[src/rtl/seg_xlate_pkg.sv]
package seg_xlate_pkg;

    localparam int SEG_W      = 16;
    localparam int ADDR_W     = 32;
    localparam int LIM_W      = 20;
    localparam int NARROW_W   = 16;
    localparam int REAL_SHIFT = 4;
    localparam int GRAN_SHIFT = 12;
    localparam int SIZE_W     = 2;

    localparam int REAL_AW = SEG_W + REAL_SHIFT;
    localparam int LAST_W  = ADDR_W + 1;

    typedef enum logic {
        MODE_REAL = 1'b0,
        MODE_PROT = 1'b1
    } xlate_mode_e;

    typedef struct packed {
        xlate_mode_e         mode;
        logic [SEG_W-1:0]    seg;
        logic [ADDR_W-1:0]   off;
        logic [SIZE_W-1:0]   size;
        logic [ADDR_W-1:0]   base;
        logic [LIM_W-1:0]    limit;
        logic                gran;
        logic                db;
    } xlate_req_t;

    typedef struct packed {
        logic [ADDR_W-1:0]   lin;
        logic                fault;
        logic                wide;
    } xlate_rsp_t;

    // Bytes covered by an access beyond its first byte.
    function automatic logic [LAST_W-1:0] size_extra(input logic [SIZE_W-1:0] code);
        logic [LAST_W-1:0] one;
        one = LAST_W'(1);
        return (one << code) - one;
    endfunction

    // Limit after scaling by the granularity bit.
    function automatic logic [LAST_W-1:0] scaled_limit(input logic [LIM_W-1:0] lim,
                                                       input logic gran);
        if (gran)
            return LAST_W'({lim, {GRAN_SHIFT{1'b1}}});
        return LAST_W'(lim);
    endfunction

endpackage

[src/rtl/seg_real_calc.sv]
module seg_real_calc
    import seg_xlate_pkg::*;
(
    input  logic [SEG_W-1:0]    seg,
    input  logic [NARROW_W-1:0] off_lo,
    output logic [ADDR_W-1:0]   lin
);
    logic [REAL_AW-1:0] seg_scaled;
    logic [REAL_AW-1:0] off_ext;
    logic [REAL_AW-1:0] sum;

    always_comb begin
        seg_scaled = {seg, {REAL_SHIFT{1'b0}}};
        off_ext    = REAL_AW'(off_lo);
        sum        = seg_scaled + off_ext;   // carry beyond REAL_AW is dropped
        lin        = ADDR_W'(sum);
    end
endmodule

[src/rtl/seg_limit_chk.sv]
module seg_limit_chk
    import seg_xlate_pkg::*;
(
    input  logic [ADDR_W-1:0] off_eff,
    input  logic [SIZE_W-1:0] size,
    input  logic [LIM_W-1:0]  limit,
    input  logic              gran,
    output logic              over
);
    logic [LAST_W-1:0] last_byte;
    logic [LAST_W-1:0] bound;

    always_comb begin
        last_byte = {1'b0, off_eff} + size_extra(size);
        bound     = scaled_limit(limit, gran);
        over      = (last_byte > bound);
    end
endmodule

[src/rtl/seg_prot_calc.sv]
module seg_prot_calc
    import seg_xlate_pkg::*;
(
    input  xlate_req_t        req,
    output logic [ADDR_W-1:0] lin,
    output logic              over
);
    logic [ADDR_W-1:0] off_eff;
    logic [ADDR_W-1:0] off_narrow;

    generate
        if (NARROW_W < ADDR_W) begin : g_trunc
            assign off_narrow = ADDR_W'(req.off[NARROW_W-1:0]);
        end else begin : g_full
            assign off_narrow = req.off;
        end
    endgenerate

    assign off_eff = req.db ? req.off : off_narrow;

    seg_limit_chk u_lim (
        .off_eff (off_eff),
        .size    (req.size),
        .limit   (req.limit),
        .gran    (req.gran),
        .over    (over)
    );

    assign lin = req.base + off_eff;
endmodule

[src/rtl/seg_xlate.sv]
module seg_xlate
    import seg_xlate_pkg::*;
(
    input  logic              clk,
    input  logic              rst,
    input  logic              req_valid,
    input  logic              prot_mode,
    input  logic [15:0]       seg_val,
    input  logic [31:0]       offset,
    input  logic [1:0]        acc_size,
    input  logic [31:0]       desc_base,
    input  logic [19:0]       desc_limit,
    input  logic              desc_gran,
    input  logic              desc_db,
    output logic              rsp_valid,
    output logic [31:0]       lin_addr,
    output logic              fault,
    output logic              wide_out
);
    xlate_req_t        req;
    xlate_rsp_t        nxt;
    xlate_rsp_t        cur;
    logic [ADDR_W-1:0] real_lin;
    logic [ADDR_W-1:0] prot_lin;
    logic              prot_over;

    always_comb begin
        req.mode  = prot_mode ? MODE_PROT : MODE_REAL;
        req.seg   = seg_val;
        req.off   = offset;
        req.size  = acc_size;
        req.base  = desc_base;
        req.limit = desc_limit;
        req.gran  = desc_gran;
        req.db    = desc_db;
    end

    seg_real_calc u_real (
        .seg    (req.seg),
        .off_lo (req.off[NARROW_W-1:0]),
        .lin    (real_lin)
    );

    seg_prot_calc u_prot (
        .req  (req),
        .lin  (prot_lin),
        .over (prot_over)
    );

    always_comb begin
        nxt = '0;
        unique case (req.mode)
            MODE_REAL: begin
                nxt.lin   = real_lin;
                nxt.fault = 1'b0;
                nxt.wide  = 1'b0;
            end
            MODE_PROT: begin
                nxt.fault = prot_over;
                nxt.lin   = prot_over ? '0 : prot_lin;
                nxt.wide  = req.db;
            end
            default: nxt = '0;
        endcase
    end

    always_ff @(posedge clk) begin
        if (rst) begin
            cur       <= '0;
            rsp_valid <= 1'b0;
        end else begin
            rsp_valid <= req_valid;
            if (req_valid)
                cur <= nxt;
        end
    end

    assign lin_addr = cur.lin;
    assign fault    = cur.fault;
    assign wide_out = cur.wide;
endmodule

[config.mk]
export PLATFORM = sky130hd
export DESIGN_NAME = seg_xlate
export DESIGN_NICKNAME = d
export VERILOG_FILES = /design/src/rtl/seg_xlate_pkg.sv /design/src/rtl/seg_real_calc.sv /design/src/rtl/seg_limit_chk.sv /design/src/rtl/seg_prot_calc.sv /design/src/rtl/seg_xlate.sv
export SDC_FILE = /design/constraint.sdc
export NUM_CORES = 1
export LEC_CHECK = 0
export BUFFER_PORTS_ARGS = -buffer_cell sky130_fd_sc_hd__buf_4
export CAP_MARGIN = 20
export CORE_MARGIN = 2
export CORE_UTILIZATION = 50
export DETAILED_ROUTE_END_ITERATION = 8
export PLACE_DENSITY = 0.74
export SYNTH_ARGS = -nofsm -noshare
export SYNTH_HDL_FRONTEND = slang
export SYNTH_HIERARCHICAL = 1
export SYNTH_SLANG_ARGS = --single-unit
[constraint.sdc]
create_clock -name clk -period 14.95 [get_ports clk]
set_clock_uncertainty 0.15 [all_clocks]
set_input_delay 2.2425 -clock clk [delete_from_list [all_inputs] [get_ports clk]]
set_output_delay 2.2425 -clock clk [all_outputs]
set_load 0.005 [all_outputs]
==> flow_summary.rst, run 1 <==
.. list-table::
   :header-rows: 1

   * - Metric
     - Value
   * - # rows
     - 44
   * - Sequential element share of the synthesized area
     - 0.0948
   * - Most frequent cell after synthesis
     - sky130_fd_sc_hd__ha_1
   * - Total negative slack
     - 0 ns
   * - Post-CTS Setup Bufs
     - 0
   * - Ordered list of cells on the worst path
     - buf_4, nand2b_1, ha_1, inv_1, ha_1, a21oi_1, o211ai_1, o22ai_1, a2bb2oi_2, a311oi_4, a21o_1, a21oi_1, xnor2_1, ha_1, a21o_1, a21o_1, a21oi_1, nand2_1, a2111oi_0, a221o_1, o21ai_1, buf_4, nand3b_2, a311oi_2
   * - Via count
     - 7265
   * - Worst slack after detailed placement
     - 7.54 ns
   * - Adder and majority gate portion of the synthesized area
     - 0.194
   * - Hold Vio Cnt, Final
     - 0
   * - Transition at the pin with the smallest max-transition slack
     - 0.756 ns
   * - Final worst-path cycle share
     - 0.482
   * - Nets@finish
     - 1280
   * - Post-Synthesis Mean Instance Area
     - 7.77 µm²
   * - Cell taking the most area after synthesis
     - sky130_fd_sc_hd__ha_1
   * - Die width
     - 126 µm
   * - Slack of the critical path
     - 7.75 ns
   * - Effective utilization at floorplan
     - 0.510
   * - XOR/XNOR share of the synthesized area
     - 0.0687
   * - Clock net sink count
     - 35
   * - Worst reg-to-reg setup slack
     - 14.00 ns
   * - TritonCTS clock tree
     - yes
   * - Critical path required time
     - 14.98 ns
   * - Die Y
     - 126 µm
   * - Number of enable flip-flop cells after synthesis
     - 0
   * - Max Slew Vio Count
     - 0
   * - Residual DRC count
     - 0
   * - Largest net degree at the start of global routing
     - 70
   * - H-tree level count
     - 2
   * - RePlAce Congestion
     - 0.932
   * - Routed vias/inst
     - 5.84
   * - Final HPWL DP
     - 15800 µm
   * - Cell area power density
     - 67.2 mW/mm²
   * - Total standard cell area after synthesis
     - 0.00739 mm²
   * - Clk slew on worst S/H paths
     - 0.06 ns
   * - Highest Clock Rate
     - 139 MHz
   * - Complex-gate fraction of the synthesized area
     - 0.311
   * - Maximum buffer depth of the clock tree
     - 2
   * - Top cells by area in the synthesized netlist
     - sky130_fd_sc_hd__ha_1, sky130_fd_sc_hd__dfxtp_1, sky130_fd_sc_hd__a21o_1, sky130_fd_sc_hd__a21oi_1, sky130_fd_sc_hd__nor2_1
   * - Overflow left after global routing
     - 0
   * - I/O pin total
     - 143
   * - #FFs+latches synth
     - 35
   * - Number of diodes
     - 0
   * - Growth of design area from synthesis to finish
     - 16.0%
   * - Instance count of the mapped netlist
     - 951
   * - Filler cell count
     - 1404
   * - Number of antenna violations at the first check in global routing
     - 0
   * - Cell type group with the largest total delay on the critical path
     - compound AO/OA/AOI/OAI gates
   * - Post-cts resize count
     - 0
   * - Multi-input combinational cell area
     - 0.00615 mm²
   * - Vias in the first global route
     - 6774
   * - Kind of start point of the critical path
     - primary input
   * - Post-synth top area share
     - 0.186
   * - Global-route total usage across every layer
     - 0.237
   * - Number of violations of the max-capacitance limit
     - 0
   * - Critical path capture point type
     - register
   * - Detail-routed net length per standard cell
     - 15.5 µm
   * - Storage element area
     - 701 µm²
   * - Worst Path Class, Setup
     - in -> reg
   * - Antenna Nets Post-Route
     - 0
   * - Total length of routed wires
     - 19300 µm
   * - Static leakage
     - 4.06 nW
   * - Largest vdd supply drop
     - 0.0000414 V
   * - Synthesized-area fraction occupied by and/or/nand/nor cells
     - 0.241
   * - Number of hold buffers added after cts
     - 0
   * - Setup repair after global routing missed its margin
     - false
   * - Largest stage delay on the critical path
     - 0.43 ns
   * - Final hold slack
     - 0.322 ns
   * - Total die area
     - 0.0158 mm²
   * - Arrival time worst endpoint
     - 7.23 ns
   * - Slowest-stage cell, CP
     - sky130_fd_sc_hd__o22ai_1
   * - Worst-case headroom to the max-slew limit
     - 0.496
   * - Post-synth top cells
     - sky130_fd_sc_hd__ha_1, sky130_fd_sc_hd__nor2_1, sky130_fd_sc_hd__a21oi_1
   * - Number of distinct library cells after synthesis
     - 83
   * - Total number of yosys warnings
     - 6
   * - CP max FO
     - 33
   * - Combinational family with the most area after synthesis
     - compound AO/OA/AOI/OAI gates
   * - Number of buffers and inverters on the critical path
     - 3
   * - Ratio of cells with drive above 1 in the final layout
     - 0.198
   * - Ys async rst share
     - 0
   * - Core region area
     - 0.0145 mm²
   * - Hold WC Path Type
     - reg -> reg
   * - Global-route wire length before repair
     - 31700 µm
   * - Final Setup Violations
     - 0
   * - Total of buffers placed on input and output ports
     - 142
   * - Clock latency at the later pin of the worst-skew pair
     - 0.28 ns
   * - 1st-iter DRT viols
     - 518
   * - Multiplexer share of the synthesized area
     - 0.0108
   * - Root buffer cell
     - sky130_fd_sc_hd__clkbuf_16
   * - DR pass1 iterations
     - 5
   * - Final Core Density
     - 0.592
   * - Primary flip-flop cell chosen by synthesis mapping
     - sky130_fd_sc_hd__dfxtp_1
   * - Clock period minus worst slack
     - 7.20 ns
   * - Outcome
     - completed
   * - Number of buffers created by CTS
     - 5
## cell type report
cell class                      instances  share of cell area
Multi-Input combinational cell        809               0.717
Timing Repair Buffer                  143               0.125
Sequential cell                        35              0.0817
Inverter                               65              0.0285
Tap cell                              184              0.0269
Clock buffer                            6              0.0162
Clock inverter                          2             0.00409
## sequential cells by signal, indices dropped and copies added (netlist names)
register / count
wide_out: 1
lin_addr: 32
rsp_valid: 1
fault: 1
## logic make-up after synthesis
kind of cell | after synthesis
AO/OA/AOI/OAI | 285
XOR/XNOR | 58
adder cells (fa/ha/maj) | 113
buffers and inverters | 118
flip-flops | 35
multiplexers | 8
other | 1
AND/OR/NAND/NOR | 333
## metrics by stage
stage / instances / total power, mW / cell area [µm²]
after floorplan: 962 / 0.364 / 7430
after global placement: 1236 / 0.447 / 8400
after detailed placement: 1236 / 0.452 / 8400
after CTS: 1244 / 0.576 / 8570
after global routing: 1244 / 0.621 / 8570
final: 1244 / 0.576 / 8570
## worst paths after layout
kind               start           to  cells after the start
max reg2reg  lin_addr[9]  lin_addr[9]                      2
min reg2reg        fault        fault                      2
min                fault        fault                      2
max          acc_size[0]  lin_addr[9]                     24
## routing by layer
layer,share of wire,GRT usage,vias up
met5,0,0,-
met4,0.019,0.0673,0
met3,0.044,0.0201,22
met2,0.47,0.403,188
met1,0.47,0.321,3334
li1,-,-,3721
## power by group
part / internal [mW] / leakage (nW) / total [mW] / switching (mW)
sequential: 0.101 / 0.290 / 0.106 / 0.00446
combinational: 0.161 / 3.68 / 0.349 / 0.187
clock: 0.0828 / 0.0868 / 0.122 / 0.0389
## layout by cell type (no fill, tap or decap), types with 12 or more instances in the layout
master / count
sky130_fd_sc_hd__buf_4: 143
sky130_fd_sc_hd__ha_1: 110
sky130_fd_sc_hd__nor2_1: 89
sky130_fd_sc_hd__a21oi_1: 67
sky130_fd_sc_hd__inv_1: 65
sky130_fd_sc_hd__nand2_1: 49
sky130_fd_sc_hd__a21o_1: 47
sky130_fd_sc_hd__nand2b_1: 44
sky130_fd_sc_hd__xnor2_1: 36
sky130_fd_sc_hd__dfxtp_1: 35
sky130_fd_sc_hd__o21ai_0: 28
sky130_fd_sc_hd__nand3b_1: 24
sky130_fd_sc_hd__nand3_1: 22
sky130_fd_sc_hd__xor2_1: 22
sky130_fd_sc_hd__a311oi_2: 20
sky130_fd_sc_hd__nand4_1: 20
sky130_fd_sc_hd__and2_1: 19
sky130_fd_sc_hd__nor3_1: 14
sky130_fd_sc_hd__and3_1: 13
sky130_fd_sc_hd__a311oi_1: 12
sky130_fd_sc_hd__a211oi_1: 12
sky130_fd_sc_hd__conb_1: 12
## worst reg2reg max path, delay by kind of cell (launching register included)
family / cells / cell delay (ns)
AO/OA/AOI/OAI: 1 / 0.30
flip-flops: 1 / 0.33
AND/OR/NAND/NOR: 1 / 0.06
Power figures use the tool's default switching activity.
==> run 2: changes to the inputs <==
--- a/config.mk
+++ b/config.mk
@@ -5,6 +5,7 @@
 export SDC_FILE = /design/constraint.sdc
 export NUM_CORES = 1
 export LEC_CHECK = 0
+export ABC_AREA = 1
 export BUFFER_PORTS_ARGS = -buffer_cell sky130_fd_sc_hd__buf_4
 export CAP_MARGIN = 20
 export CORE_MARGIN = 2
==> constraint.sdc (replaced) <==
create_clock -name clk -period 7.05 [get_ports clk]
set_clock_uncertainty 0.15 [all_clocks]
set_input_delay 1.0575 -clock clk [delete_from_list [all_inputs] [get_ports clk]]
set_output_delay 1.0575 -clock clk [all_outputs]
set_load 0.005 [all_outputs]
==> run 2 against run 1 <==
Effect of this change: critical path depth grew 11; first-iteration DRC count grew 2.9%; sequential power grew 110%; clock-buffer cell count grew 1; non-clock buffer count shrank 1; clock power grew 74%; register-to-register slack lost 7.8 ns; global-route usage grew 2.7 points; cell count grew 45%; synthesized cell count grew 54%; critical endpoint is now lin_addr[11].
==> flow_summary.rst, run 2 <==
.. list-table::
   :header-rows: 1

   * - Metric
     - Value
   * - Growth of design area from synthesis to finish
     - 15.6%
   * - Die Y
     - 131 µm
   * - Static leakage
     - 5.73 nW
   * - Hold Vio Cnt, Final
     - 0
   * - Cell taking the most area after synthesis
     - sky130_fd_sc_hd__nand2_1
   * - # rows
     - 46
   * - Arrival time worst endpoint
     - 5.33 ns
   * - Worst slack after detailed placement
     - 1.43 ns
   * - Worst Path Class, Setup
     - in -> reg
   * - #FFs+latches synth
     - 35
   * - Final worst-path cycle share
     - 0.753
   * - Transition at the pin with the smallest max-transition slack
     - 0.801 ns
   * - Hold WC Path Type
     - reg -> reg
   * - Design Power
     - 1.19 mW
   * - Sequential element share of the synthesized area
     - 0.0872
   * - Root buffer cell
     - sky130_fd_sc_hd__clkbuf_16
   * - Clock latency at the later pin of the worst-skew pair
     - 0.28 ns
   * - CP max FO
     - 31
   * - Top cells by area in the synthesized netlist
     - sky130_fd_sc_hd__nand2_1, sky130_fd_sc_hd__ha_1, sky130_fd_sc_hd__inv_1, sky130_fd_sc_hd__dfxtp_1, sky130_fd_sc_hd__nor2_1
   * - Post-CTS Setup Bufs
     - 0
   * - Global-route wire length before repair
     - 36700 µm
   * - Clock net sink count
     - 35
   * - Residual DRC count
     - 0
   * - Maximum buffer depth of the clock tree
     - 2
   * - Detail-routed net length per standard cell
     - 12.6 µm
   * - Final HPWL DP
     - 19500 µm
   * - Ys async rst share
     - 0
   * - Filler cell count
     - 1750
   * - H-tree level count
     - 2
   * - Max Slew Vio Count
     - 0
   * - Outcome
     - completed
   * - Vias in the first global route
     - 8030
   * - Total number of yosys warnings
     - 6
   * - Cell area power density
     - 128 mW/mm²
   * - Largest stage delay on the critical path
     - 0.50 ns
   * - Via count
     - 8808
   * - Die width
     - 131 µm
   * - Number of antenna violations at the first check in global routing
     - 0
   * - Most frequent cells in the layout
     - sky130_fd_sc_hd__nand2_1, sky130_fd_sc_hd__inv_1, sky130_fd_sc_hd__nor2_1, sky130_fd_sc_hd__buf_4, sky130_fd_sc_hd__ha_1
   * - Slowest-stage cell, CP
     - sky130_fd_sc_hd__nand2_2
   * - Setup repair after global routing missed its margin
     - false
   * - Critical path required time
     - 7.07 ns
   * - Highest Clock Rate
     - 188 MHz
   * - Largest net degree at the start of global routing
     - 69
   * - Number of violations of the max-capacitance limit
     - 0
   * - 1st-iter DRT viols
     - 533
   * - Clk slew on worst S/H paths
     - 0.05 ns
   * - Routed vias/inst
     - 4.90
   * - Critical path capture point type
     - register
   * - TritonCTS clock tree
     - yes
   * - Global-route total usage across every layer
     - 0.264
   * - Antenna Nets Post-Route
     - 0
   * - Cell occurring most often along the worst timing path
     - sky130_fd_sc_hd__nand2_1
   * - RePlAce Congestion
     - 0.980
   * - Ratio of cells with drive above 1 in the final layout
     - 0.125
   * - Number of buffers created by CTS
     - 5
   * - Kind of start point of the critical path
     - primary input
   * - Largest vdd supply drop
     - 0.0000761 V
   * - Number of enable flip-flop cells after synthesis
     - 0
   * - Total die area
     - 0.0171 mm²
   * - Final Setup Violations
     - 0
   * - Flip-flop count of the largest register, all copies and words added
     - 32
   * - Primary flip-flop cell chosen by synthesis mapping
     - sky130_fd_sc_hd__dfxtp_1
   * - Total length of routed wires
     - 22700 µm
   * - Total of buffers placed on input and output ports
     - 142
   * - Slack of the critical path
     - 1.74 ns
   * - Commonest non-fill, non-tap cell in the layout
     - sky130_fd_sc_hd__nand2_1
   * - Total negative slack
     - 0 ns
   * - Overflow left after global routing
     - 0
   * - Worst-case headroom to the max-slew limit
     - 0.466
   * - DR pass1 iterations
     - 7
   * - Number of diodes
     - 0
   * - Number of distinct library cells after synthesis
     - 43
   * - Post-cts resize count
     - 0
   * - Effective utilization at floorplan
     - 0.508
   * - Total standard cell area after synthesis
     - 0.00804 mm²
   * - Post-Synthesis Mean Instance Area
     - 5.51 µm²
   * - Post-synth top cells
     - sky130_fd_sc_hd__nand2_1, sky130_fd_sc_hd__inv_1, sky130_fd_sc_hd__nor2_1
   * - Final Core Density
     - 0.587
   * - Clock period minus worst slack
     - 5.31 ns
   * - Number of hold buffers added after cts
     - 0
   * - I/O pin total
     - 143
   * - Post-synth top area share
     - 0.226
   * - Most frequent cell after synthesis
     - sky130_fd_sc_hd__nand2_1
   * - Core region area
     - 0.0158 mm²
   * - Instance count of the mapped netlist
     - 1460
   * - Nets@finish
     - 1803
run 2: cell types whose count changed after synthesis, sizes merged, moves of 32 or more:
| cell | delta |
|---|---|
| inv | +212 |
| nand3 | +32 |
| a311oi | -33 |
| a21o | -43 |
| nand2b | -44 |
| nor2 | +98 |
| nand2 | +455 |
| nand3b | -32 |
run 2: report_power, final:
part | total [mW] | switching, mW | internal [mW]
logic | 0.753 | 0.457 | 0.297
registers | 0.223 | 0.00899 | 0.214
clock network | 0.212 | 0.0816 | 0.130
run 2: area by class of cell:
cell class / instances / area [µm²] / area share
Clock buffer: 7 / 133 / 0.0143
Timing Repair Buffer: 142 / 1070 / 0.115
Tap cell: 216 / 270 / 0.0291
Inverter: 277 / 1040 / 0.112
Multi-Input combinational cell: 1121 / 6080 / 0.654
Sequential cell: 35 / 701 / 0.0754
Clock inverter: 1 / 5.00 / 0.000539
run 2: worst max-delay path, delay by kind of cell:
| family | cells | cell delay (ns) |
|---|---|---|
| simple gates | 21 | 2.02 |
| fa+ha+maj | 4 | 1.12 |
| compound gates | 4 | 0.61 |
| buf+inv | 5 | 0.39 |
| xor+xnor | 1 | 0.15 |
run 2: final timing paths:
path / from / to / depth (start not counted) / slack, ns
worst max-delay path: acc_size[1] / lin_addr[11] / 35 / 1.74
worst min-delay path: fault / fault / 2 / 0.31
worst max register to register: lin_addr[25] / lin_addr[25] / 2 / 6.23
worst min register to register: fault / fault / 2 / 0.31
run 2: routing by layer:
metal	vias to the layer above	share of wire	track usage
li1	4721	-	-
met1	3845	0.47	0.355
met2	208	0.46	0.463
met3	34	0.049	0.0200
met4	0	0.020	0.0601
met5	-	0	0
run 2: kinds of logic after synthesis:
logic type / synth area share
AND/OR/NAND/NOR: 0.396
multiplexers: 0.00996
adder cells (fa/ha/maj): 0.179
XOR/XNOR: 0.0545
AO/OA/AOI/OAI: 0.112
buffers and inverters: 0.162
other: 0.000466
flip-flops: 0.0872
run 2: stage by stage:
step           instances  hold slack, ns  instance area [µm²]
5_1_grt             1799           0.321                 9290
2_1_floorplan       1471           0.304                 8080
3_3_place_gp        1791           0.302                 9160
4_1_cts             1799           0.311                 9290
3_5_place_dp        1791           0.303                 9160
6_report            1799           0.308                 9290
==> run 3: changes to the inputs <==
--- a/config.mk
+++ b/config.mk
@@ -11,7 +11,7 @@
 export CORE_MARGIN = 2
 export CORE_UTILIZATION = 50
 export DETAILED_ROUTE_END_ITERATION = 8
-export PLACE_DENSITY = 0.74
+export PLACE_DENSITY = 0.76
 export SYNTH_ARGS = -nofsm -noshare
 export SYNTH_HDL_FRONTEND = slang
 export SYNTH_HIERARCHICAL = 1
==> constraint.sdc (replaced) <==
create_clock -name clk -period 4.6 [get_ports clk]
set_clock_uncertainty 0.15 [all_clocks]
set_input_delay 0.69 -clock clk [delete_from_list [all_inputs] [get_ports clk]]
set_output_delay 0.69 -clock clk [all_outputs]
set_load 0.005 [all_outputs]
==> run 3 against run 2 <==
Effect of this change: register-to-register slack worse by 2.5 ns; total power rose by 65%; utilization grew 3.8 points; critical path type unchanged; first-iteration DRC count grew 33%; largest power group unchanged.
==> flow_summary.rst, run 3 (synthesis results as in run 2) <==
.. list-table::
   :header-rows: 1

   * - Metric
     - Value
   * - Worst Reg-to-Reg Cells
     - 2
   * - Number of buffers created by CTS
     - 5
   * - Antenna Nets Post-Route
     - 0
   * - Capturing element of the worst setup path
     - lin_addr[30]
   * - Kind of start point of the critical path
     - primary input
   * - Critical path capture point type
     - register
   * - CP max FO
     - 7
   * - Cell area power density
     - 198 mW/mm²
   * - Reg-to-Reg End
     - lin_addr[0]
   * - Final hold slack
     - 0.310 ns
   * - Maximum buffer depth of the clock tree
     - 2
   * - RePlAce Congestion
     - 0.974
   * - Growth of design area from synthesis to finish
     - 23.1%
   * - Total of buffers placed on input and output ports
     - 142
   * - Cell occurring most often along the worst timing path
     - sky130_fd_sc_hd__nand2_1
   * - Global-route wire length before repair
     - 36700 µm
   * - Cell internal power dissipation
     - 1.06 mW
   * - Hold path depth
     - 2
   * - Die Y
     - 131 µm
   * - Outcome
     - completed
   * - Critical Path Source
     - acc_size[1]
   * - Clock net sink count
     - 35
   * - Arrival time worst endpoint
     - 4.42 ns
   * - Clock power frac
     - 0.164
   * - Origin of the critical flop-to-flop path
     - lin_addr[0]
   * - Clock latency at the later pin of the worst-skew pair
     - 0.28 ns
   * - Core region area
     - 0.0158 mm²
   * - Seq pwr share
     - 0.174
   * - Cell count after placement
     - 1823
   * - Commonest non-fill, non-tap cell in the layout
     - sky130_fd_sc_hd__nand2_1
   * - Worst Path Class, Setup
     - in -> reg
   * - TritonCTS clock tree
     - yes
   * - Worst-case headroom to the max-slew limit
     - 0.445
   * - Final worst-path cycle share
     - 0.957
   * - Design Power
     - 1.96 mW
   * - 1st-iter DRT viols
     - 709
   * - Routed vias/inst
     - 4.95
   * - Clk slew on worst S/H paths
     - 0.05 ns
   * - Slowest-stage cell, CP
     - sky130_fd_sc_hd__fa_2
   * - Static leakage
     - 5.98 nW
   * - # rows
     - 46
   * - Largest net degree at the start of global routing
     - 69
   * - DR pass1 iterations
     - 5
   * - Net switching power of the design
     - 0.901 mW
   * - Hold Vio Cnt, Final
     - 0
   * - Slack of the critical path
     - 0.198 ns
   * - Nets@finish
     - 1841
   * - Number of violations of the max-capacitance limit
     - 0
   * - Residual DRC count
     - 0
   * - Vias in the first global route
     - 8064
   * - Worst slack after detailed placement
     - -0.281 ns
   * - Highest Clock Rate
     - 227 MHz
   * - H-tree level count
     - 2
   * - Clock period minus worst slack
     - 4.40 ns
   * - Flip-flop count of the largest register, all copies and words added
     - 32
   * - Net switching share of the total power
     - 0.459
   * - Root buffer cell
     - sky130_fd_sc_hd__clkbuf_16
   * - Final Setup Violations
     - 0
   * - I/O pin total
     - 143
   * - Total die area
     - 0.0171 mm²
   * - Number of diodes
     - 0
   * - Max Slew Vio Count
     - 0
   * - Die width
     - 131 µm
   * - Effective utilization at floorplan
     - 0.508
   * - Worst reg-to-reg setup slack
     - 3.75 ns
   * - Via count
     - 9089
   * - Largest stage delay on the critical path
     - 0.41 ns
   * - Detail-routed net length per standard cell
     - 12.9 µm
   * - Number of standard cells in the final layout excluding fillers
     - 1837
   * - Hold WC Path Type
     - reg -> reg
   * - Comb power frac
     - 0.662
   * - Number of hold buffers added after cts
     - 0
   * - Largest vdd supply drop
     - 0.000122 V
   * - Final Core Density
     - 0.625
   * - Most frequent cells in the layout
     - sky130_fd_sc_hd__nand2_1, sky130_fd_sc_hd__inv_1, sky130_fd_sc_hd__buf_4, sky130_fd_sc_hd__nor2_1, sky130_fd_sc_hd__ha_1
   * - Number of antenna violations at the first check in global routing
     - 0
   * - Overflow left after global routing
     - 0
   * - Global-route total usage across every layer
     - 0.263
   * - Total length of routed wires
     - 23600 µm
   * - Transition at the pin with the smallest max-transition slack
     - 0.831 ns
   * - Critical path required time
     - 4.62 ns
   * - Final HPWL DP
     - 19600 µm
   * - Setup repair after global routing missed its margin
     - true
   * - Ratio of cells with drive above 1 in the final layout
     - 0.171
## run 3: worst min-delay path by stage
stage | from | endpoint | slack, ns
floorplan | fault | fault | 0.30
global placement | wide_out | wide_out | 0.30
detailed placement | fault | fault | 0.30
CTS | fault | fault | 0.31
global route | fault | fault | 0.33
finish | fault | fault | 0.31
## run 3: metal layers
metal	global-route usage	vias to the layer above	wire [µm]
met1	0.355	3990	10800
met3	0.0138	39	1190
li1	-	4798	-
met2	0.459	262	11100
met4	0.0688	0	592
met5	0	-	0
## run 3: cell type report
type,instances,area [µm²]
multi-input combinational,1121,6320
fill,1576,5930
timing repair buffer,180,1410
inverter,277,1050
sequential,35,701
tap,216,270
clock buffer,7,133
clock inverter,1,5.00
## run 3: critical path, delay by kind of cell
kind	cells	cell delay (ns)
and+or+nand+nor	21	1.52
adders and majority gates	4	1.06
AOI/OAI and AO/OA	4	0.48
buffers and inverters	6	0.46
xor gates and xnor gates	1	0.18
## run 3: timing repair
item | 4_1_cts | 5_1_grt
cloned | 0 | 3
resized for setup | 1 | 69
endpoints found under the setup margin | 1 | 33
setup buffers | 0 | 3
pin swaps | 0 | 38
## run 3: stage by stage
| stage | instance area (µm²) | TNS (ns) |
|---|---|---|
| after global routing | 9890 | -4.02 |
| after CTS | 9550 | 0 |
| final | 9890 | 0 |
| after detailed placement | 9410 | -7.67 |
| after global placement | 9410 | -2.53 |
| after floorplan | 8080 | 0 |
## run 3: power groups by stage
stage	clock (mW)	combinational, mW	sequential, mW
floorplan	0	0.825	0.346
global placement	0	1.17	0.347
detailed placement	0	1.19	0.347
CTS	0.325	1.20	0.341
global route	0.336	1.46	0.344
finish	0.322	1.30	0.342
